[src/rtl/spi_pp_pkg.sv]
package spi_pp_pkg;
    localparam int ADDR_W = 24;
    localparam logic [7:0] OP_WREN = 8'h06;
    localparam logic [7:0] OP_PROG = 8'h02;
    localparam logic [7:0] OP_STAT = 8'h05;

    typedef enum logic [3:0] {
        ST_IDLE,
        ST_CHUNK,
        ST_WREN,
        ST_WREN_GAP,
        ST_PROG_HDR,
        ST_PROG_DATA,
        ST_PROG_GAP,
        ST_POLL_CMD,
        ST_POLL_READ,
        ST_POLL_GAP,
        ST_FINISH,
        ST_FAIL
    } seq_state_e;
endpackage

[src/rtl/spi_pp_shifter.sv]
// One SPI mode-0 byte: MSB first, sample on rising edge, shift on falling edge.
module spi_pp_shifter #(
    parameter int SCK_DIV = 1
) (
    input  logic       clk,
    input  logic       rst_n,
    input  logic       start,
    input  logic [7:0] tx,
    input  logic       miso,
    output logic       sclk,
    output logic       mosi,
    output logic [7:0] rx,
    output logic       done
);
    localparam int DIV_W = (SCK_DIV > 1) ? $clog2(SCK_DIV) : 1;
    localparam logic [DIV_W-1:0] DIV_LAST = DIV_W'(SCK_DIV - 1);

    logic             active;
    logic             hi;
    logic [DIV_W-1:0] cnt;
    logic [2:0]       bits;
    logic [7:0]       sh;

    always_ff @(posedge clk or negedge rst_n) begin
        if (!rst_n) begin
            active <= 1'b0;
            hi     <= 1'b0;
            cnt    <= '0;
            bits   <= '0;
            sh     <= '0;
            rx     <= '0;
            done   <= 1'b0;
        end else begin
            done <= 1'b0;
            if (start && !active) begin
                active <= 1'b1;
                hi     <= 1'b0;
                cnt    <= '0;
                bits   <= '0;
                sh     <= tx;
            end else if (active) begin
                if (cnt == DIV_LAST) begin
                    cnt <= '0;
                    if (!hi) begin
                        hi <= 1'b1;
                        rx <= {rx[6:0], miso};
                    end else begin
                        hi <= 1'b0;
                        sh <= {sh[6:0], 1'b0};
                        if (bits == 3'd7) begin
                            active <= 1'b0;
                            done   <= 1'b1;
                        end else begin
                            bits <= bits + 3'd1;
                        end
                    end
                end else begin
                    cnt <= cnt + DIV_W'(1);
                end
            end
        end
    end

    assign sclk = hi;
    assign mosi = sh[7];
endmodule

[src/rtl/spi_pp_chunk.sv]
// Chunk length = min(remaining, bytes to page end, payload cap).
module spi_pp_chunk #(
    parameter int PAGE_SHIFT = 8,
    parameter int MAX_XFER   = 64,
    parameter int LEN_W      = 16
) (
    input  logic [PAGE_SHIFT-1:0] addr_lo,
    input  logic [LEN_W-1:0]      remaining,
    output logic [PAGE_SHIFT:0]   chunk
);
    localparam int CHUNK_W = PAGE_SHIFT + 1;
    localparam int PAGE    = 1 << PAGE_SHIFT;
    localparam int CAP     = MAX_XFER - 4;
    localparam int CAP_EFF = (CAP < PAGE) ? CAP : PAGE;
    localparam logic [CHUNK_W-1:0] PAGE_V = CHUNK_W'(PAGE);
    localparam logic [CHUNK_W-1:0] CAP_V  = CHUNK_W'(CAP_EFF);

    logic [CHUNK_W-1:0] page_left;
    logic [CHUNK_W-1:0] rem_c;
    logic [CHUNK_W-1:0] lim;

    always_comb begin
        page_left = PAGE_V - {1'b0, addr_lo};
        rem_c     = (remaining >= LEN_W'(PAGE)) ? PAGE_V : remaining[CHUNK_W-1:0];
        lim       = (CAP_V < page_left) ? CAP_V : page_left;
        chunk     = (rem_c < lim) ? rem_c : lim;
    end
endmodule

[src/rtl/spi_pp_seq.sv]
module spi_pp_seq
    import spi_pp_pkg::*;
#(
    parameter int PAGE_SHIFT  = 8,
    parameter int MAX_XFER    = 64,
    parameter int LEN_W       = 16,
    parameter int SCK_DIV     = 2,
    parameter int TIMEOUT_CYC = 400000
) (
    input  logic              clk,
    input  logic              rst_n,
    input  logic              req_start,
    input  logic [23:0]       req_offset,
    input  logic [LEN_W-1:0]  req_len,
    input  logic [7:0]        wr_data,
    input  logic              wr_valid,
    output logic              wr_ready,
    output logic              spi_sclk,
    output logic              spi_cs_n,
    output logic              spi_mosi,
    input  logic              spi_miso,
    output logic              done,
    output logic              error
);
    localparam int CHUNK_W = PAGE_SHIFT + 1;
    localparam int TMO_W   = $clog2(TIMEOUT_CYC + 1);
    localparam logic [TMO_W-1:0] TMO_V = TMO_W'(TIMEOUT_CYC);

    seq_state_e state, state_nx;

    logic [ADDR_W-1:0]  cur_addr;
    logic [LEN_W-1:0]   remaining;
    logic [CHUNK_W-1:0] chunk_len;
    logic [CHUNK_W-1:0] chunk_nx;
    logic [CHUNK_W-1:0] idx;
    logic [1:0]         hdr_idx;
    logic               inflight;
    logic [TMO_W-1:0]   tmr;
    logic               st_busy;

    logic       sh_start;
    logic [7:0] sh_tx;
    logic [7:0] sh_rx;
    logic       sh_done;

    spi_pp_shifter #(.SCK_DIV(SCK_DIV)) u_shift (
        .clk   (clk),
        .rst_n (rst_n),
        .start (sh_start),
        .tx    (sh_tx),
        .miso  (spi_miso),
        .sclk  (spi_sclk),
        .mosi  (spi_mosi),
        .rx    (sh_rx),
        .done  (sh_done)
    );

    spi_pp_chunk #(
        .PAGE_SHIFT (PAGE_SHIFT),
        .MAX_XFER   (MAX_XFER),
        .LEN_W      (LEN_W)
    ) u_chunk (
        .addr_lo   (cur_addr[PAGE_SHIFT-1:0]),
        .remaining (remaining),
        .chunk     (chunk_nx)
    );

    // State register
    always_ff @(posedge clk or negedge rst_n) begin
        if (!rst_n) state <= ST_IDLE;
        else        state <= state_nx;
    end

    // Next-state logic
    always_comb begin
        state_nx = state;
        unique case (state)
            ST_IDLE:      if (req_start) state_nx = (req_len == '0) ? ST_FINISH : ST_CHUNK;
            ST_CHUNK:     state_nx = ST_WREN;
            ST_WREN:      if (sh_done) state_nx = ST_WREN_GAP;
            ST_WREN_GAP:  state_nx = ST_PROG_HDR;
            ST_PROG_HDR:  if (sh_done && hdr_idx == 2'd3) state_nx = ST_PROG_DATA;
            ST_PROG_DATA: if (sh_done && idx == chunk_len - CHUNK_W'(1)) state_nx = ST_PROG_GAP;
            ST_PROG_GAP:  state_nx = ST_POLL_CMD;
            ST_POLL_CMD:  if (sh_done) state_nx = ST_POLL_READ;
            ST_POLL_READ: if (sh_done) state_nx = ST_POLL_GAP;
            ST_POLL_GAP: begin
                if (st_busy)
                    state_nx = (tmr >= TMO_V) ? ST_FAIL : ST_POLL_CMD;
                else
                    state_nx = (remaining == '0) ? ST_FINISH : ST_CHUNK;
            end
            ST_FINISH:    state_nx = ST_IDLE;
            ST_FAIL:      state_nx = ST_IDLE;
            default:      state_nx = ST_IDLE;
        endcase
    end

    // Datapath registers
    always_ff @(posedge clk or negedge rst_n) begin
        if (!rst_n) begin
            cur_addr  <= '0;
            remaining <= '0;
            chunk_len <= '0;
            idx       <= '0;
            hdr_idx   <= '0;
            inflight  <= 1'b0;
            tmr       <= '0;
            st_busy   <= 1'b0;
        end else begin
            if (sh_start)     inflight <= 1'b1;
            else if (sh_done) inflight <= 1'b0;

            unique case (state)
                ST_IDLE: if (req_start) begin
                    cur_addr  <= req_offset;
                    remaining <= req_len;
                end
                ST_CHUNK: begin
                    chunk_len <= chunk_nx;
                    idx       <= '0;
                    hdr_idx   <= '0;
                end
                ST_PROG_HDR: if (sh_done) hdr_idx <= hdr_idx + 2'd1;
                ST_PROG_DATA: if (sh_done) begin
                    idx       <= idx + CHUNK_W'(1);
                    cur_addr  <= cur_addr + ADDR_W'(1);
                    remaining <= remaining - LEN_W'(1);
                end
                ST_PROG_GAP: tmr <= '0;
                ST_POLL_CMD, ST_POLL_READ, ST_POLL_GAP: begin
                    if (tmr != {TMO_W{1'b1}}) tmr <= tmr + TMO_W'(1);
                    if (state == ST_POLL_READ && sh_done) st_busy <= sh_rx[0];
                end
                default: ;
            endcase
        end
    end

    // Outputs and byte selection
    always_comb begin
        spi_cs_n = 1'b1;
        wr_ready = 1'b0;
        sh_start = 1'b0;
        sh_tx    = 8'h00;
        done     = 1'b0;
        error    = 1'b0;
        unique case (state)
            ST_WREN: begin
                spi_cs_n = 1'b0;
                sh_tx    = OP_WREN;
                sh_start = !inflight;
            end
            ST_PROG_HDR: begin
                spi_cs_n = 1'b0;
                sh_start = !inflight;
                unique case (hdr_idx)
                    2'd0: sh_tx = OP_PROG;
                    2'd1: sh_tx = cur_addr[23:16];
                    2'd2: sh_tx = cur_addr[15:8];
                    default: sh_tx = cur_addr[7:0];
                endcase
            end
            ST_PROG_DATA: begin
                spi_cs_n = 1'b0;
                wr_ready = !inflight;
                sh_tx    = wr_data;
                sh_start = !inflight && wr_valid;
            end
            ST_POLL_CMD: begin
                spi_cs_n = 1'b0;
                sh_tx    = OP_STAT;
                sh_start = !inflight;
            end
            ST_POLL_READ: begin
                spi_cs_n = 1'b0;
                sh_start = !inflight;
            end
            ST_FINISH: done  = 1'b1;
            ST_FAIL:   error = 1'b1;
            default: ;
        endcase
    end
endmodule

[config.mk]
export PLATFORM = sky130hd
export DESIGN_NAME = spi_pp_seq
export DESIGN_NICKNAME = d
export VERILOG_FILES = /design/src/rtl/spi_pp_pkg.sv /design/src/rtl/spi_pp_shifter.sv /design/src/rtl/spi_pp_chunk.sv /design/src/rtl/spi_pp_seq.sv
export SDC_FILE = /design/constraint.sdc
export NUM_CORES = 1
export LEC_CHECK = 0
export BUFFER_PORTS_ARGS = -buffer_cell sky130_fd_sc_hd__buf_2
export CORE_MARGIN = 2
export CORE_UTILIZATION = 45
export CTS_CLUSTER_SIZE = 30
export DETAILED_ROUTE_END_ITERATION = 8
export HOLD_SLACK_MARGIN = 0.12
export PLACE_DENSITY = 0.73
export SLEW_MARGIN = 20
export SYNTH_ARGS = -nofsm -noshare
export SYNTH_HDL_FRONTEND = slang
export SYNTH_HIERARCHICAL = 1
export SYNTH_SLANG_ARGS = --single-unit
[constraint.sdc]
create_clock -name clk -period 8.4 [get_ports clk]
set_input_delay 2.1 -clock clk [delete_from_list [all_inputs] [get_ports clk]]
set_output_delay 2.1 -clock clk [all_outputs]
set_load 0.1 [all_outputs]
# == Word level (Yosys, flattened, before mapping) ==
# Index checks and enable logic that the tools add are counted.
# classes
bitwise_logic,2
reduce_logical,32
muxes,61
add_sub_neg,9
eq_ne,27
order_cmp,4
# op_table
cell,count
24-bit 2-to-1 mux,2
24-bit case mux with 2 select lines,1
4-bit 2-to-1 mux,10
4-bit case mux with 10 select lines,1
19-bit case mux with 2 select lines,1
9-bit 2-to-1 mux,4
16-bit logical NOT,2
16-bit 2-to-1 mux,2
8-bit 2-to-1 mux,4
16-bit case mux with 2 select lines,1
8-bit case mux with 4 select lines,1
24-bit by 1-bit adder with 24-bit output (second input constant),1
8-bit case mux with 3 select lines,1
1-bit 2-to-1 mux,23
19-bit by 1-bit adder with 19-bit output (second input constant),1
19-bit greater-or-equal comparator (second input constant),1
19-bit 2-to-1 mux,1
19-bit != test (second input constant),1
9-bit case mux with 2 select lines,1
4-bit by 3-bit equality test with 1-bit output (second input constant),4
4-bit equality test (second input constant),4
16-bit by 9-bit greater-or-equal comparator with 1-bit output (second input constant),1
2-bit nonzero test,8
16-bit by 1-bit subtractor with 16-bit output (second input constant),1
other kinds (32),58
# word_totals
register_bits,101

# == Logic depth before layout (Yosys ltp) ==
# depth
word_depth,6
depth_mapped,15

# == By module ==
# Netlist, hierarchy kept.
# modules_own_cells
module,instances,cells_each,area_per_inst_um2
spi_pp_seq,1,666,5466.5
spi_pp_shifter,1,73,992.2
spi_pp_chunk,1,80,593.1

# == Worst setup path before layout ==
# Ideal clock, no wire load.
# synth_path
path_type,register to output
from,reg state[3]
to,out wr_ready
path_stages_with_launch,7
slack_ps,3867
path_buffers,3
required_time_ps,6300
arrival_time_ps,2433
path_cell_list,dfrtp_1 nand2b_1 clkbuf_1 nand2b_1 buf_2 clkbuf_1 nor2_1
# synth_via
elab_chain_cells,2
# synth_rtl
item,line,text
start: declaration,spi_pp_seq.sv:29,"seq_state_e state, state_nx;"
start signal: assignment,spi_pp_seq.sv:71,else state <= state_nx;
4-bit by 3-bit equality test with 1-bit output,spi_pp_seq.sv:148,unique case (state)
1-bit 2-to-1 mux,spi_pp_seq.sv:148,
end: declaration,spi_pp_seq.sv:17,"output logic wr_ready,"
# Every way passes these cells.

# == Worst setup path after layout ==
# Same ends and word-level chain as after synthesis.

==> metrics <==
status=finished, final reports clean; cells after synthesis=805; Final setup viols=0; Switch Pwr=0.00107 W; Port Buffers=58; n_diodes=0; Synthesis Warnings=6; worst r2r src=cur_addr[0]$_DFFE_PN0P_; first-pass GRT wire length=27.9 mm; Tightest Pin Transition=925 ps; CTS resizes=0; Reg clk slew, reported paths=70 ps; Post-CTS Hold Fix Bufs=0; fmax=217 MHz; start point of the worst hold path=u_shift/bits[0]$_DFFE_PN0P_; Root Buffer=clkbuf_16; Slew HR=0.380; crit end category=primary output; largest net degree at the start of global routing=55; Crit path required time=6300 ps; Worst EP arrival=2500 ps; R2R Path End=chunk_len[3]$_DFFE_PN0P_; Reg2Reg Depth=14; GPL Wtd Cong=0.869; worst skew pair latency=360 ps; Max H-tree Level=3; Cell Pwr Density=313 nW/um^2; Residual DRC=0; Cell Rows=44; Core Region=14,600 sq um; initial antenna violation count=0; Global Route Usage Sum=0.212; fillers=1,407; die width=127 um; design internal power=0.00126 W; RSZ-0062 raised after global routing=no; Leakage Power=3.16 nW; fin nets=914; max_cap viols=0; clock power share=0.167; Worst VDD drop=142 uV; final hold slack=482 ps; Setup TNS Final=0 ps; full die area=16,100 sq um; final hold violation count=0; r2r setup slk=4610 ps; cts bufs inserted=9; routed via count=5,997; detailed placement HPWL=11.5 mm; peak fanout along the critical path=44; final slew viol count=0; Vias/cell=5.83; WL final=16.4 mm; nature of the critical path startpoint=register; Starting Density=0.464; number of nets with antenna violations after routing=0; post-layout minimum cycle time=4600 ps; CTS tree=yes; hold path depth=1; Comb pwr share=0.436; IO Count=59; kind of critical path=register to primary output; wire per inst=15.9 um; global route overflow=0; post-CTS setup buffers=0; worst hold path class=register to register; Mapped Avg Cell Area=8.44 sq um; Synth-to-Final Area Change=9.87%; Tcrit/Tclk final=0.548; Initial DRT Pass Iterations=5; DRT iter0 DRCs=486; share of layout cells above drive strength 1=0.149; Max Buffers Root-to-Sink=2; area of the mapped netlist=6800 sq um; DIE HEIGHT=127 um; Final Skew=9.56 ps; Sw Ratio=0.458; vias in the first global route=5,627; sequential share of power=0.397; Hold Path End=u_shift/bits[0]$_DFFE_PN0P_; clock net sink count=101
==> layout by cell type (no fill, tap or decap), drive strengths merged, types with 18 or more instances in the layout <==
master,instances
a21oi,65
inv,27
dfrtp,101
nor3,18
nand2,84
xnor2,22
ha,22
nand3,40
nor2,85
o21ai,68
buf,65
==> flip-flops by register name, summed over array words and instances (netlist names) <==
signal and count:
u_shift/cnt 1, tmr 19, st_busy 1, chunk_len 9, u_shift/rx 1, u_shift/done 1, idx 9, u_shift/bits 3
inflight 1, state 4, u_shift/sh 8, remaining 16, hdr_idx 2, u_shift/active 1, u_shift/sclk 1, cur_addr 24
==> worst max path at each step <==
stage	startpoint	endpoint	slack (ps)
CTS	state[3]$_DFFE_PN0P_	wr_ready	3800
global placement	state[3]$_DFFE_PN0P_	wr_ready	4190
detailed placement	state[3]$_DFFE_PN0P_	wr_ready	4190
floorplan	state[3]$_DFFE_PN0P_	wr_ready	3870
global route	state[3]$_DFFE_PN0P_	wr_ready	3590
finish	state[3]$_DFFE_PN0P_	wr_ready	3800
==> layer usage <==
layer	routed length [um]	vias up	GRT usage
met5	0	-	0
met3	656	31	0.0468
li1	-	2985	-
met1	7780	2844	0.293
met2	7620	137	0.334
met4	334	0	0.0679
==> cell type report <==
cell class / count / area (sq um) / share of cell area
multi-input combinational: 636 / 4000 / 0.536
sequential: 101 / 2530 / 0.338
timing repair buffer: 65 / 345 / 0.0462
clock buffer: 11 / 233 / 0.0312
tap: 184 / 230 / 0.0308
inverter: 26 / 97.6 / 0.0131
clock inverter: 5 / 35.0 / 0.00469
==> worst max-delay path: stages, from the launching register on <==
cell and delay [ps]:
dfrtp_1 630, nand2b_1 420, nand2b_1 230, buf_4 260, nor2_1 160, buf_2 440
==> per-stage QoR <==
stage,cell area (sq um),cells,power [W],utilization,setup WS (ps)
3_5_place_dp,7200,1012,0.00194,0.492,4190
4_1_cts,7470,1028,0.00234,0.510,3800
3_3_place_gp,7200,1012,0.00192,0.492,4190
5_1_grt,7470,1028,0.00252,0.510,3590
2_1_floorplan,6810,807,0.00170,-,3870
6_report,7470,1028,0.00233,0.510,3800
==> power groups by stage <==
stage	registers (W)	clock network, W	logic, W
after floorplan	0.000835	0	0.000867
after global placement	0.000922	0	0.000996
after detailed placement	0.000929	0	0.00101
after CTS	0.000920	0.000400	0.00102
after global routing	0.000961	0.000421	0.00114
final	0.000926	0.000390	0.00102
No activity file was read; power rests on OpenSTA's default activity.
